$ cat src/rtl/irq_agg_pkg.sv
package irq_agg_pkg;
  // Write strobes passed from control to datapath
  typedef struct packed {
    logic wrStatus;
    logic wrEnable;
    logic wrConfig;
  } regStrobeT;

  localparam int ADDR_STATUS = 0;
  localparam int ADDR_ENABLE = 1;
  localparam int ADDR_CONFIG = 2;

  localparam int CFG_POL_BIT   = 0;
  localparam int CFG_HZ_BIT    = 1;
  localparam int CFG_ROUTE_BIT = 2;
  localparam int CFG_W         = 3;
endpackage

$ cat src/rtl/irq_agg_ctrl.sv
module irq_agg_ctrl
  import irq_agg_pkg::*;
#(
  parameter int ADDR_W = 2
) (
  input  logic              regWrEn,
  input  logic [ADDR_W-1:0] regAddr,
  output regStrobeT         strobe
);
  always_comb begin
    strobe.wrStatus = regWrEn && (regAddr == ADDR_W'(ADDR_STATUS));
    strobe.wrEnable = regWrEn && (regAddr == ADDR_W'(ADDR_ENABLE));
    strobe.wrConfig = regWrEn && (regAddr == ADDR_W'(ADDR_CONFIG));
  end
endmodule

$ cat src/rtl/irq_agg_dp.sv
module irq_agg_dp
  import irq_agg_pkg::*;
#(
  parameter int NUM_SRC  = 6,
  parameter int DATA_W   = 8,
  parameter int ADDR_W   = 2,
  parameter int FAIL_IDX = 2
) (
  input  logic               clk,
  input  logic               rstN,
  input  logic [NUM_SRC-1:0] evtIn,
  input  regStrobeT          strobe,
  input  logic [DATA_W-1:0]  wrData,
  input  logic [ADDR_W-1:0]  rdAddr,
  output logic [DATA_W-1:0]  rdData,
  output logic               irqLevel,
  output logic               irqOutEn,
  output logic               flagOut
);
  logic [NUM_SRC-1:0] statusQ;
  logic [NUM_SRC-1:0] enableQ;
  logic [CFG_W-1:0]   cfgQ;
  logic               pending;

  for (genvar i = 0; i < NUM_SRC; i++) begin : g_bit
    always_ff @(posedge clk or negedge rstN) begin
      if (!rstN)                                statusQ[i] <= 1'b0;
      else if (evtIn[i])                        statusQ[i] <= 1'b1;
      else if (strobe.wrStatus && wrData[i])    statusQ[i] <= 1'b0;
    end


    evt_sets_chk: assert property (@(posedge clk) disable iff (!rstN)
      evtIn[i] |=> statusQ[i]);


    sticky_hold_chk: assert property (@(posedge clk) disable iff (!rstN)
      (statusQ[i] && !(strobe.wrStatus && wrData[i])) |=> statusQ[i]);


    w1c_clear_chk: assert property (@(posedge clk) disable iff (!rstN)
      (strobe.wrStatus && wrData[i] && !evtIn[i]) |=> !statusQ[i]);
  end

  always_ff @(posedge clk or negedge rstN) begin
    if (!rstN) begin
      enableQ <= '0;
      cfgQ    <= '0;
    end else begin
      if (strobe.wrEnable) enableQ <= wrData[NUM_SRC-1:0];
      if (strobe.wrConfig) cfgQ    <= wrData[CFG_W-1:0];
    end
  end

  assign pending  = |(statusQ & enableQ);
  assign irqLevel = cfgQ[CFG_POL_BIT] ? pending : ~pending;
  assign irqOutEn = pending | ~cfgQ[CFG_HZ_BIT];
  assign flagOut  = cfgQ[CFG_ROUTE_BIT] & statusQ[FAIL_IDX];

  always_comb begin
    rdData = '0;
    case (rdAddr)
      ADDR_W'(ADDR_STATUS): rdData[NUM_SRC-1:0] = statusQ;
      ADDR_W'(ADDR_ENABLE): rdData[NUM_SRC-1:0] = enableQ;
      ADDR_W'(ADDR_CONFIG): rdData[CFG_W-1:0]   = cfgQ;
      default:              rdData = '0;
    endcase
  end


  req_cause_chk: assert property (@(posedge clk) disable iff (!rstN)
    (pending && !$past(pending)) |-> $past((|evtIn) || strobe.wrEnable));


  mask_keeps_status_chk: assert property (@(posedge clk) disable iff (!rstN)
    strobe.wrEnable |=> statusQ == ($past(statusQ) | $past(evtIn)));
endmodule

$ cat src/rtl/irq_sticky_agg.sv
module irq_sticky_agg
  import irq_agg_pkg::*;
#(
  parameter int NUM_SRC  = 6,
  parameter int DATA_W   = 8,
  parameter int ADDR_W   = 2,
  parameter int FAIL_IDX = 2
) (
  input  logic               clk,
  input  logic               rstN,
  input  logic [NUM_SRC-1:0] evtIn,
  input  logic               regWrEn,
  input  logic [ADDR_W-1:0]  regAddr,
  input  logic [DATA_W-1:0]  regWrData,
  output logic [DATA_W-1:0]  regRdData,
  output logic               irqLevel,
  output logic               irqOutEn,
  output logic               flagOut
);
  regStrobeT strobe;

  irq_agg_ctrl #(.ADDR_W(ADDR_W)) uCtrl (
    .regWrEn (regWrEn),
    .regAddr (regAddr),
    .strobe  (strobe)
  );

  irq_agg_dp #(
    .NUM_SRC (NUM_SRC),
    .DATA_W  (DATA_W),
    .ADDR_W  (ADDR_W),
    .FAIL_IDX(FAIL_IDX)
  ) uDp (
    .clk     (clk),
    .rstN    (rstN),
    .evtIn   (evtIn),
    .strobe  (strobe),
    .wrData  (regWrData),
    .rdAddr  (regAddr),
    .rdData  (regRdData),
    .irqLevel(irqLevel),
    .irqOutEn(irqOutEn),
    .flagOut (flagOut)
  );
endmodule

$ cat config.mk
export PLATFORM = sky130hd
export DESIGN_NAME = irq_sticky_agg
export DESIGN_NICKNAME = d
export VERILOG_FILES = /design/src/rtl/irq_agg_pkg.sv /design/src/rtl/irq_agg_ctrl.sv /design/src/rtl/irq_agg_dp.sv /design/src/rtl/irq_sticky_agg.sv
export SDC_FILE = /design/constraint.sdc
export NUM_CORES = 1
export LEC_CHECK = 0
export BUFFER_PORTS_ARGS = -buffer_cell sky130_fd_sc_hd__buf_2
export CORE_ASPECT_RATIO = 0.75
export CORE_MARGIN = 3
export CORE_UTILIZATION = 47
export DETAILED_ROUTE_END_ITERATION = 7
export PLACE_DENSITY = 0.77
export SETUP_SLACK_MARGIN = 0.3
export SLEW_MARGIN = 10
export SYNTH_ARGS = -nofsm -noshare
export SYNTH_HDL_FRONTEND = slang
export SYNTH_SLANG_ARGS = --single-unit
$ cat constraint.sdc
create_clock -name clk -period 1.43 [get_ports clk]
set_input_delay 0.286 -clock clk [delete_from_list [all_inputs] [get_ports clk]]
set_output_delay 0.286 -clock clk [all_outputs]
set_load 0.05 [all_outputs]
==> impl_results.md, run 1 <==
* Top-area cell type share of the netlist area at 0.461
* Fin. max-slew vios at 0
* Worst path bufs/invs at 1
* First-iteration detailed-routing DRC count at 13
* Layout cells sized above 1 at 0.699
* Distinct cells, synth at 21
* H-tree level count at 1
* Congestion Overflow GR at 0
* Pre-Repair DR Iteration Count at 4
* Status: finished, violations left
* Dpl ws at -0.0616 ns
* Total wire length at around 2700 µm
* Total power at 1.46 mW
* Hpwl dp at 1520 µm
* LEAKAGE at slightly above 0.6 nW
* Starting Density at 0.522
* Nets@finish at 133
* Clock tree from TritonCTS: done
* Post-synthesis area per instance at between 10 and 15 µm²
* Clock net sink count at 15
* Critical path class: reg -> out
* Die width at 54.1 µm
* First-pass GRT wire length at about 4100 µm
* Post-route ant nets at 0
* CTS max path bufs at 2
* Failing checks: negative setup slack
* Minimum clock period at 1.74 ns
* GPL Wtd Cong at 0.767
* Peak VDD IR at 0.979 mV
* Worst hold margin at 0.159 ns
* Critical-path cell list: a22oi_2, nand3_2, xnor2_4, buf_6
* Post-synth EDFFs at 0
* Detailed-route via count at between 700 and 800
* Final Instance Area at 0.00137 mm²
* Cts bufs inserted at 3
* Post-Layout Cell Count at 134
* Tot GR Track Use at 0.267
* Drc violations at 0
* WL/cell at 20.0 µm
* Clock Skew at 0 ns
* Worst Path Required at about 1.1 ns
* Critical path fanouts, max at 2
* Vias in the first global route at between 700 and 800
* Worst hold path type: in -> reg
* Final Hold Violating Endpoints at 0
* Largest cells by area after synthesis: dfrtp_1 46%, mux2_4 11%, mux2i_1 7.4%, a21o_1 5.5%, nand2_1 4.1%
* Clock-pin transition on the worst setup and hold timing paths at 0.09 ns
* Yosys warnings at 0
* Ys flop type: dfrtp_1
* Die Ht at 42.1 µm
* Core area at around 0.0016 mm²
* Insertion delay to the later sink of the worst-skew pair at 0.30 ns
* Initial antenna violation count at 0
* Core Rows at 12
* Max-Cap Viols at 0
* Root Buffer: clkbuf_4
* Pin count of the biggest net entering global routing at 16
* Post-Synthesis Cell Area at 815 µm²
* RSZ-0062 raised after global routing: yes
* Total inserted antenna cells at 0
* Area of placed instances at ~0.0011 mm²
* Area leader, netlist: dfrtp_1
* CP Capture Type: output port
* DP Cell Count at 126
* Critical path arrival at 1.46 ns
* Util after Layout at 0.876
* Worst r2r path cells at 2
* Area delta synth->final at 67.9%
* Slowest CP cell: dfrtp_1
* Top Family by Delay on Critical Path: flip-flops
* Final setup fails at 8
* Cells after synthesis at 67
* Slowest stage delay, CP at just over 0.4 ns
* Flops & latches, synth at 15
* Async S/R FF share, synth at 1.00
* Die footprint at 0.00227 mm²
* Port buffer count at 25
* Sequential share of the synthesized area at 0.461
* Tcrit/Tclk final at 1.22
* Achievable Freq at ~570 MHz
* Pwr Density at 1070 mW/mm²
* Boundary Pins at 30
* Final TNS setup at -1.15 ns
* Worst Hold Path Cells at 2
* Critical path depth at 4
* Fill count at between 70 and 80
* Startpoint types: flop
* Worst setup margin at -0.313 ns
* Vias/cell at 5.54
[final cells by class]
type,instances,area (µm²),share of cell area
multi-input combinational,49,556,0.406
timing repair buffer,45,383,0.280
sequential,15,375,0.274
tap,21,26.3,0.0192
clock buffer,3,22.5,0.0165
clock inverter,1,5.00,0.00366
[registers in the layout, summed over array words and instances, names as in the netlist]
signal	count
uDp.cfgQ	3
uDp.statusQ	6
uDp.enableQ	6
[worst paths after layout]
check,slack [ns],startpoint,end
worst max-delay path,-0.31,uDp.statusQ[0]$_DFFE_PN0P_,irqLevel
worst min-delay path,0.16,evtIn[4],uDp.statusQ[4]$_DFFE_PN0P_
worst max register to register,0.50,uDp.enableQ[2]$_DFFE_PN0P_,uDp.enableQ[2]$_DFFE_PN0P_
worst min register to register,0.63,uDp.statusQ[3]$_DFFE_PN0P_,uDp.statusQ[3]$_DFFE_PN0P_
max in group asynchronous,0.75,rstN,uDp.statusQ[1]$_DFFE_PN0P_
min in group asynchronous,0.42,rstN,uDp.enableQ[0]$_DFFE_PN0P_
[Yosys cell counts, types with 2 or more instances]
library cell and instances:
a21o_1 6, a22oi_1 3, buf_4 2, dfrtp_1 15, mux2_2 3, mux2_4 6
mux2i_1 6, nand2_1 9, nor2_1 3, o21ai_0 3
[power by group]
group          switching (mW)  internal, mW
clock network           0.152         0.104
registers              0.0659         0.478
logic                   0.330         0.334
[routing by layer]
layer,vias up,global-route usage,part of all wire
li1,329,-,-
met1,363,0.363,0.38
met2,41,0.428,0.52
met3,9,0.0747,0.077
met4,0,0.0448,0.015
met5,-,0,0
[logic make-up after synthesis]
group,Yosys count,synth area share
buffers and inverters,4,0.0568
AND/OR/NAND/NOR,19,0.140
AO/OA/AOI/OAI,12,0.101
multiplexers,15,0.226
flip-flops,15,0.461
XOR/XNOR,1,0.0108
other,1,0.00460
[worst register-to-register path: stages, from the launching register on]
cell,delay (ns)
dfrtp_1,0.41
buf_4,0.16
mux2_4,0.25
[layout by cell type, fill, tap and decap left out]
cell / instances
nor2_4: 3
nand2_4: 1
nor3b_4: 1
buf_2: 15
buf_12: 1
o21ai_2: 1
dfrtp_1: 15
buf_6: 16
nand2_2: 1
nand4_1: 1
xnor2_4: 1
nand3b_1: 1
mux2_2: 3
and2_4: 1
o21ai_4: 2
dlygate4sd3_1: 1
clkinv_2: 1
a22oi_2: 3
mux2i_4: 5
mux2i_2: 1
conb_1: 2
a21o_1: 6
nor2b_4: 1
nand2_1: 8
clkbuf_4: 4
nand3_2: 1
buf_8: 1
mux2_4: 6
buf_4: 10
[what timing repair did]
| item | 4_1_cts | 5_1_grt |
|---|---|---|
| endpoints found under the setup margin | 9 | 9 |
| pin swaps | 3 | 4 |
| endpoints found under the hold margin | 15 | 0 |
| hold buffers | 1 | 0 |
| buffers inserted | 1 | 2 |
| resized for setup | 38 | 2 |
No activity file was read; power rests on OpenSTA's default activity.
==> run 2, diff against run 1 <==
- CELL_PAD_IN_SITES_DETAIL_PLACEMENT: unset -> 0
- CELL_PAD_IN_SITES_GLOBAL_PLACEMENT: unset -> 1
- CORE_UTILIZATION: 47 -> 36
- PLACE_DENSITY: 0.77 -> 0.79
==> run 2 against run 1 <==
Effect of this change: sequential share of layout area down 0.88 points; wire length shrank 21%; final cell count up 7.5%; the flow still finishes with violations (negative setup slack); clock power shrank 9.0%; non-clock buffer count increased by 7; die area up 26%; critical endpoint unchanged; worst hold slack improved by 0.023 ns; worst setup slack improved by 0.030 ns; critical path depth did not move; largest cell class unchanged; via count is 3.8% lower.
==> impl_results.md, run 2 (synthesis gave the netlist of run 1 again) <==
* CTS max path bufs at 2 (unchanged)
* First-pass GRT wire length at 3530 µm (-15%)
* Sw frac at 0.348 (-0.0256)
* GPL Wtd Cong at 0.712 (-7.2%)
* Seq pwr share at 0.373 (about the same)
* Commonest non-fill, non-tap cell in the layout: buf_6
* Vias/cell at 4.96 (-10%)
* Minimum clock period at 1.71 ns (-0.0297 ns)
* Critical path class: reg -> out
* Failing checks: negative setup slack
* Hpwl dp at 1470 µm (-3.7%)
* Clock tree from TritonCTS: done
* Total power at 1.44 mW (-1.6%)
* Most frequent cells in the layout: 19 x buf_6, 17 x buf_4, 15 x buf_2
* Achievable Freq at 584 MHz (+1.7%)
* Final Instance Area at 0.00142 mm² (+3.7%)
* Root Buffer: clkbuf_4
* Worst Path Required at 1.14 ns (about the same)
* LEAKAGE at 0.637 nW (+4.5%)
* Hold Path Sink: uDp.statusQ[3]$_DFFE_PN0P_
* Total wire length at 2120 µm (-21%)
* Status: finished, violations left
* Total inserted antenna cells at 0 (unchanged)
* Clock net sink count at 15 (unchanged)
* Fill count at 160 (+120%)
* Die width at 60.9 µm (+13%)
* Critical path fanouts, max at 2 (unchanged)
* Insertion delay to the later sink of the worst-skew pair at 0.28 ns (-0.02 ns)
* Tot GR Track Use at 0.179 (-0.0880)
* Clock Skew at 0 ns (unchanged)
* Core Rows at 14 (+2)
* Worst r2r path cells at 3 (+1)
* Tcrit/Tclk final at 1.20 (-0.0208)
* Drc violations at 0 (unchanged)
* Clk pwr share at 0.162 (-0.013)
* Vias in the first global route at 763 (+2.8%)
* Post-route ant nets at 0 (unchanged)
* Reg2reg end: uDp.enableQ[0]$_DFFE_PN0P_
* Initial antenna violation count at 0 (unchanged)
* Layout cells sized above 1 at 0.725 (+0.0259)
* Pin count of the biggest net entering global routing at 16 (unchanged)
* Detailed-route via count at 714 (-3.8%)
* Startpoint types: flop
* Switching pwr at 0.502 mW (-8.4%)
* Boundary Pins at 30 (unchanged)
* WL/cell at 14.7 µm (-26%)
* Reg2reg setup slack at 0.43 ns (-0.07 ns)
* Final TNS setup at -0.810 ns (+0.345 ns)
* Final setup fails at 8 (unchanged)
* Pre-Repair DR Iteration Count at 3 (-1)
* Fin. max-slew vios at 0 (unchanged)
* Pint at 0.938 mW (+2.4%)
* Area of placed instances at 0.00115 mm² (+0.55%)
* Nets@finish at 140 (+5.3%)
* Worst hold path type: in -> reg
* Pwr Density at 1020 mW/mm² (-5.1%)
* Area delta synth->final at 74.0%
* Hold path start: evtIn[3]
* Starting Density at 0.394 (-0.128)
* Critical path arrival at 1.43 ns (-0.03 ns)
* Worst Hold Path Cells at 2 (unchanged)
* Peak VDD IR at 0.623 mV (-36%)
* First-iteration detailed-routing DRC count at 22 (+9)
* H-tree level count at 1 (unchanged)
* Die footprint at 0.00288 mm² (+26%)
* Dpl ws at -0.0580 ns (+0.00362 ns)
* Core area at 0.00207 mm² (+32%)
* Reg2Reg Launch Point: uDp.enableQ[0]$_DFFE_PN0P_
* Max-Cap Viols at 0 (unchanged)
* Cts bufs inserted at 3 (unchanged)
* Clock-pin transition on the worst setup and hold timing paths at 0.08 ns (about the same)
* Worst hold margin at 0.181 ns (+0.0226 ns)
* Port buffer count at 25 (unchanged)
* Biggest regs: uDp.enableQ: 6 flops, uDp.statusQ: 6 flops, uDp.cfgQ: 3 flops
* Congestion Overflow GR at 0 (unchanged)
* Die Ht at 47.2 µm (+12%)
* Worst setup margin at -0.284 ns (+0.0297 ns)
* CP Capture Type: output port
* Logic pwr share at 0.464 (+0.011)
* RSZ-0062 raised after global routing: yes
* Final Hold Violating Endpoints at 0 (unchanged)
==> run 2: area by class of cell <==
type	instances	area [µm²]	share of cell area
multi-input cells	49	558	0.394
well taps	24	30.0	0.0212
flip-flops and latches	15	377	0.266
clock buffers	4	26.3	0.0185
repair buffers	52	427	0.301
==> run 2: how the worst max path moves through the flow <==
stage | startpoint | end | slack (ns) | cells past startpoint
2_1_floorplan | uDp.enableQ[4]$_DFFE_PN0P_ | irqLevel | 0.02 | 3
3_3_place_gp | uDp.enableQ[4]$_DFFE_PN0P_ | irqLevel | -0.05 | 4
4_1_cts | uDp.statusQ[4]$_DFFE_PN0P_ | irqLevel | -0.25 | 4
5_1_grt | uDp.enableQ[1]$_DFFE_PN0P_ | irqLevel | -0.39 | 4
3_5_place_dp | uDp.enableQ[4]$_DFFE_PN0P_ | irqLevel | -0.06 | 4
6_report | uDp.enableQ[0]$_DFFE_PN0P_ | irqLevel | -0.28 | 4
==> run 2: metrics by stage <==
step | utilization | std cells
finish | 0.686 | 144
floorplan | - | 68
global route | 0.686 | 144
detailed placement | 0.558 | 131
CTS | 0.672 | 141
global placement | 0.558 | 131
==> run 2: power groups by stage <==
stage / clock [mW] / combinational, mW / sequential [mW]
finish: 0.233 / 0.669 / 0.538
detailed placement: 0 / 0.510 / 0.532
floorplan: 0 / 0.354 / 0.530
global placement: 0 / 0.503 / 0.530
CTS: 0.244 / 0.657 / 0.536
global route: 0.270 / 0.708 / 0.544
==> run 2: layer usage <==
metal / vias up / GRT usage / part of all wire
li1: 341 / - / -
met4: 0 / 0.0606 / 0.0047
met2: 19 / 0.284 / 0.50
met3: 2 / 0.0577 / 0.042
met5: - / 0 / 0
met1: 352 / 0.233 / 0.45
==> run 2: worst max-delay path, stage by stage (launching register included) <==
cell and delay (ns):
dfrtp_1 0.39, a22oi_2 0.25, nand3_2 0.17, xnor2_4 0.16, buf_6 0.17
==> run 2: timing repair <==
action / 4_1_cts / 5_1_grt
buffers inserted: 5 / 3
endpoints found under the hold margin: 15 / 0
resized for setup: 41 / 2
hold buffers: 1 / 0
setup endpoints to repair: 9 / 13
pin swaps: 7 / 2
==> run 3, diff against run 2 <==
- ABC_AREA: unset -> 1
- CORE_UTILIZATION: 36 -> 33
==> run 3 against run 2 <==
Effect of this change: the flow still finishes with violations (negative setup slack); first-iteration DRC count is 100% higher; die area is 8.3% higher; fmax is 6.7% higher; critical path depth is 2 higher; critical endpoint is now irqOutEn; largest cell class unchanged.
==> impl_results.md, run 3 <==
* Status: finished, violations left
* Failing checks: negative setup slack
* Post-Synthesis Cell Area at 817 µm² (+0.31%)
* Detailed-route via count at 760 (+6.4%)
* Area delta synth->final at 53.4%
* Core Rows at 14 (unchanged)
* Hpwl dp at 1460 µm (-0.50%)
* Async S/R FF share, synth at 1.00 (unchanged)
* Most frequent cells in the layout: 21 x nand2_1, 15 x dfrtp_1, 14 x buf_4, 14 x buf_2, 9 x o21ai_2
* Worst setup margin at -0.176 ns (+0.108 ns)
* Die width at 63.5 µm (+4.2%)
* Largest cells by area after synthesis: dfrtp_1 46%, nand2_1 13%, inv_1 7.4%, o21ai_2 6.4%, o21bai_1 5.5%
* Insertion delay to the later sink of the worst-skew pair at 0.28 ns (about the same)
* Final Instance Area at 0.00125 mm² (-12%)
* Total power at 1.27 mW (-12%)
* Worst r2r path cells at 5 (+2)
* LEAKAGE at 0.661 nW (+3.8%)
* Dpl ws at -0.0228 ns (+0.0352 ns)
* Ys flop type: dfrtp_1
* Vias/cell at 4.37 (-12%)
* CTS max path bufs at 2 (unchanged)
* Critical path class: reg -> out
* WL/cell at 11.1 µm (-24%)
* Layout cells sized above 1 at 0.507 (-0.218)
* Final Hold Violating Endpoints at 0 (unchanged)
* Cells after synthesis at 102 (+52%)
* Peak VDD IR at 0.636 mV (+2.2%)
* Critical path fanouts, max at 3 (+1)
* Starting Density at 0.376 (-0.0179)
* Util after Layout at 0.577 (-0.109)
* Biggest regs: uDp.enableQ: 6 flops, uDp.statusQ: 6 flops, uDp.cfgQ: 3 flops
* Fin. max-slew vios at 0 (unchanged)
* Post-route ant nets at 0 (unchanged)
* Pwr Density at 1010 mW/mm² (-0.48%)
* Cts bufs inserted at 3 (unchanged)
* Nets@finish at 162 (+16%)
* Final setup fails at 3 (-5)
* Most frequent cell after synthesis: nand2_1
* Synth top cells by count: 29 x nand2_1, 16 x inv_1, 15 x dfrtp_1
* Total inserted antenna cells at 0 (unchanged)
* Drc violations at 0 (unchanged)
* GPL Wtd Cong at 0.737 (+3.6%)
* DP Cell Count at 161 (+23%)
* Achievable Freq at 623 MHz (+6.7%)
* Clock tree from TritonCTS: done
* Vias in the first global route at 742 (-2.8%)
* Die footprint at 0.00312 mm² (+8.3%)
* First-iteration detailed-routing DRC count at 44 (+100%)
* Initial antenna violation count at 0 (unchanged)
* Boundary Pins at 30 (unchanged)
* Area leader, netlist: dfrtp_1
* Flops & latches, synth at 15 (unchanged)
* Worst Path Required at 1.14 ns (about the same)
* Distinct cells, synth at 16 (-24%)
* Die Ht at 49.1 µm (+4.0%)
* Pre-Repair DR Iteration Count at 4 (+1)
* Max-Cap Viols at 0 (unchanged)
* H-tree level count at 1 (unchanged)
* Worst hold margin at 0.195 ns (+0.0132 ns)
* Clock-pin transition on the worst setup and hold timing paths at 0.09 ns (about the same)
* Clock net sink count at 15 (unchanged)
* Minimum clock period at 1.61 ns (-0.108 ns)
* Port buffer count at 25 (unchanged)
* Yosys warnings at 0 (unchanged)
* RSZ-0062 raised after global routing: yes
* Post-synth EDFFs at 0 (unchanged)
* Clock Skew at 0 ns (unchanged)
* Post-synthesis area per instance at 8.01 µm² (-34%)
* Sequential share of the synthesized area at 0.459 (-0.00141)
* Pin count of the biggest net entering global routing at 16 (unchanged)
* Total wire length at 1940 µm (-8.7%)
* Final TNS setup at -0.418 ns (+0.392 ns)
* Commonest non-fill, non-tap cell in the layout: nand2_1
* Critical path arrival at 1.32 ns (-0.11 ns)
* Top-area cell type share of the netlist area at 0.459 (-0.00141)
* Worst Hold Path Cells at 2 (unchanged)
* CP Capture Type: output port
* Tot GR Track Use at 0.137 (-0.0416)
* Post-Layout Cell Count at 174 (+21%)
* First-pass GRT wire length at 3280 µm (-6.8%)
* Congestion Overflow GR at 0 (unchanged)
* Root Buffer: clkbuf_4
* Startpoint types: flop
* Area of placed instances at 0.00106 mm² (-7.8%)
* Core area at 0.00217 mm² (+5.1%)
* Worst hold path type: in -> reg
* Tcrit/Tclk final at 1.12 (-0.0752)
## run 3: timing repair
| item | in CTS | in global routing |
|---|---|---|
| hold buffers | 1 | 0 |
| hold endpoints to repair | 15 | 0 |
| buffers inserted | 3 | 5 |
| pin swaps | 8 | 4 |
| cloned | 0 | 0 |
| endpoints found under the setup margin | 9 | 9 |
| gates resized for setup | 27 | 11 |
## run 3: worst paths after layout
| path | start | slack (ns) | end |
|---|---|---|---|
| min reg2reg | uDp.enableQ[4]$_DFFE_PN0P_ | 0.53 | uDp.enableQ[4]$_DFFE_PN0P_ |
| min | evtIn[3] | 0.19 | uDp.statusQ[3]$_DFFE_PN0P_ |
| max in group asynchronous | rstN | 0.74 | uDp.statusQ[0]$_DFFE_PN0P_ |
| max reg2reg | uDp.statusQ[2]$_DFFE_PN0P_ | 0.45 | uDp.statusQ[2]$_DFFE_PN0P_ |
| max | uDp.statusQ[2]$_DFFE_PN0P_ | -0.18 | irqOutEn |
| min in group asynchronous | rstN | 0.43 | uDp.enableQ[4]$_DFFE_PN0P_ |
## run 3: worst max-delay path: stages (launching register included)
cell	delay, ns
dfrtp_1	0.42
nand2_2	0.08
nand2_2	0.06
nor2_4	0.13
buf_4	0.13
nand3_4	0.06
buf_8	0.15
## run 3: final cells by class
class | instances | area [µm²]
fillers | 206 | 918
multi-input cells | 68 | 430
flip-flops and latches | 15 | 375
repair buffers | 38 | 294
inverters | 17 | 87.6
well taps | 32 | 40.0
clock buffers | 4 | 26.3
## run 3: metal layers
metal  vias to the layer above  track usage  wire [µm]
met4                         0       0.0323         13
met5                         -            0          0
met1                       335        0.174        883
met2                        24        0.218        891
li1                        399            -          -
met3                         2       0.0530        146
## run 3: power by group
group	internal, mW	switching [mW]	leakage (nW)
combinational	0.206	0.307	0.479
sequential	0.470	0.0369	0.167
clock	0.108	0.139	0.0150
## run 3: cells by family (layout without fill, tap and decap cells)
kind of cell,Yosys count,in the layout,share of synthesized area
flip-flops,15,15,0.459
AO/OA/AOI/OAI,21,21,0.184
AND/OR/NAND/NOR,45,45,0.242
buffers and inverters,20,59,0.110
other,1,2,0.00459
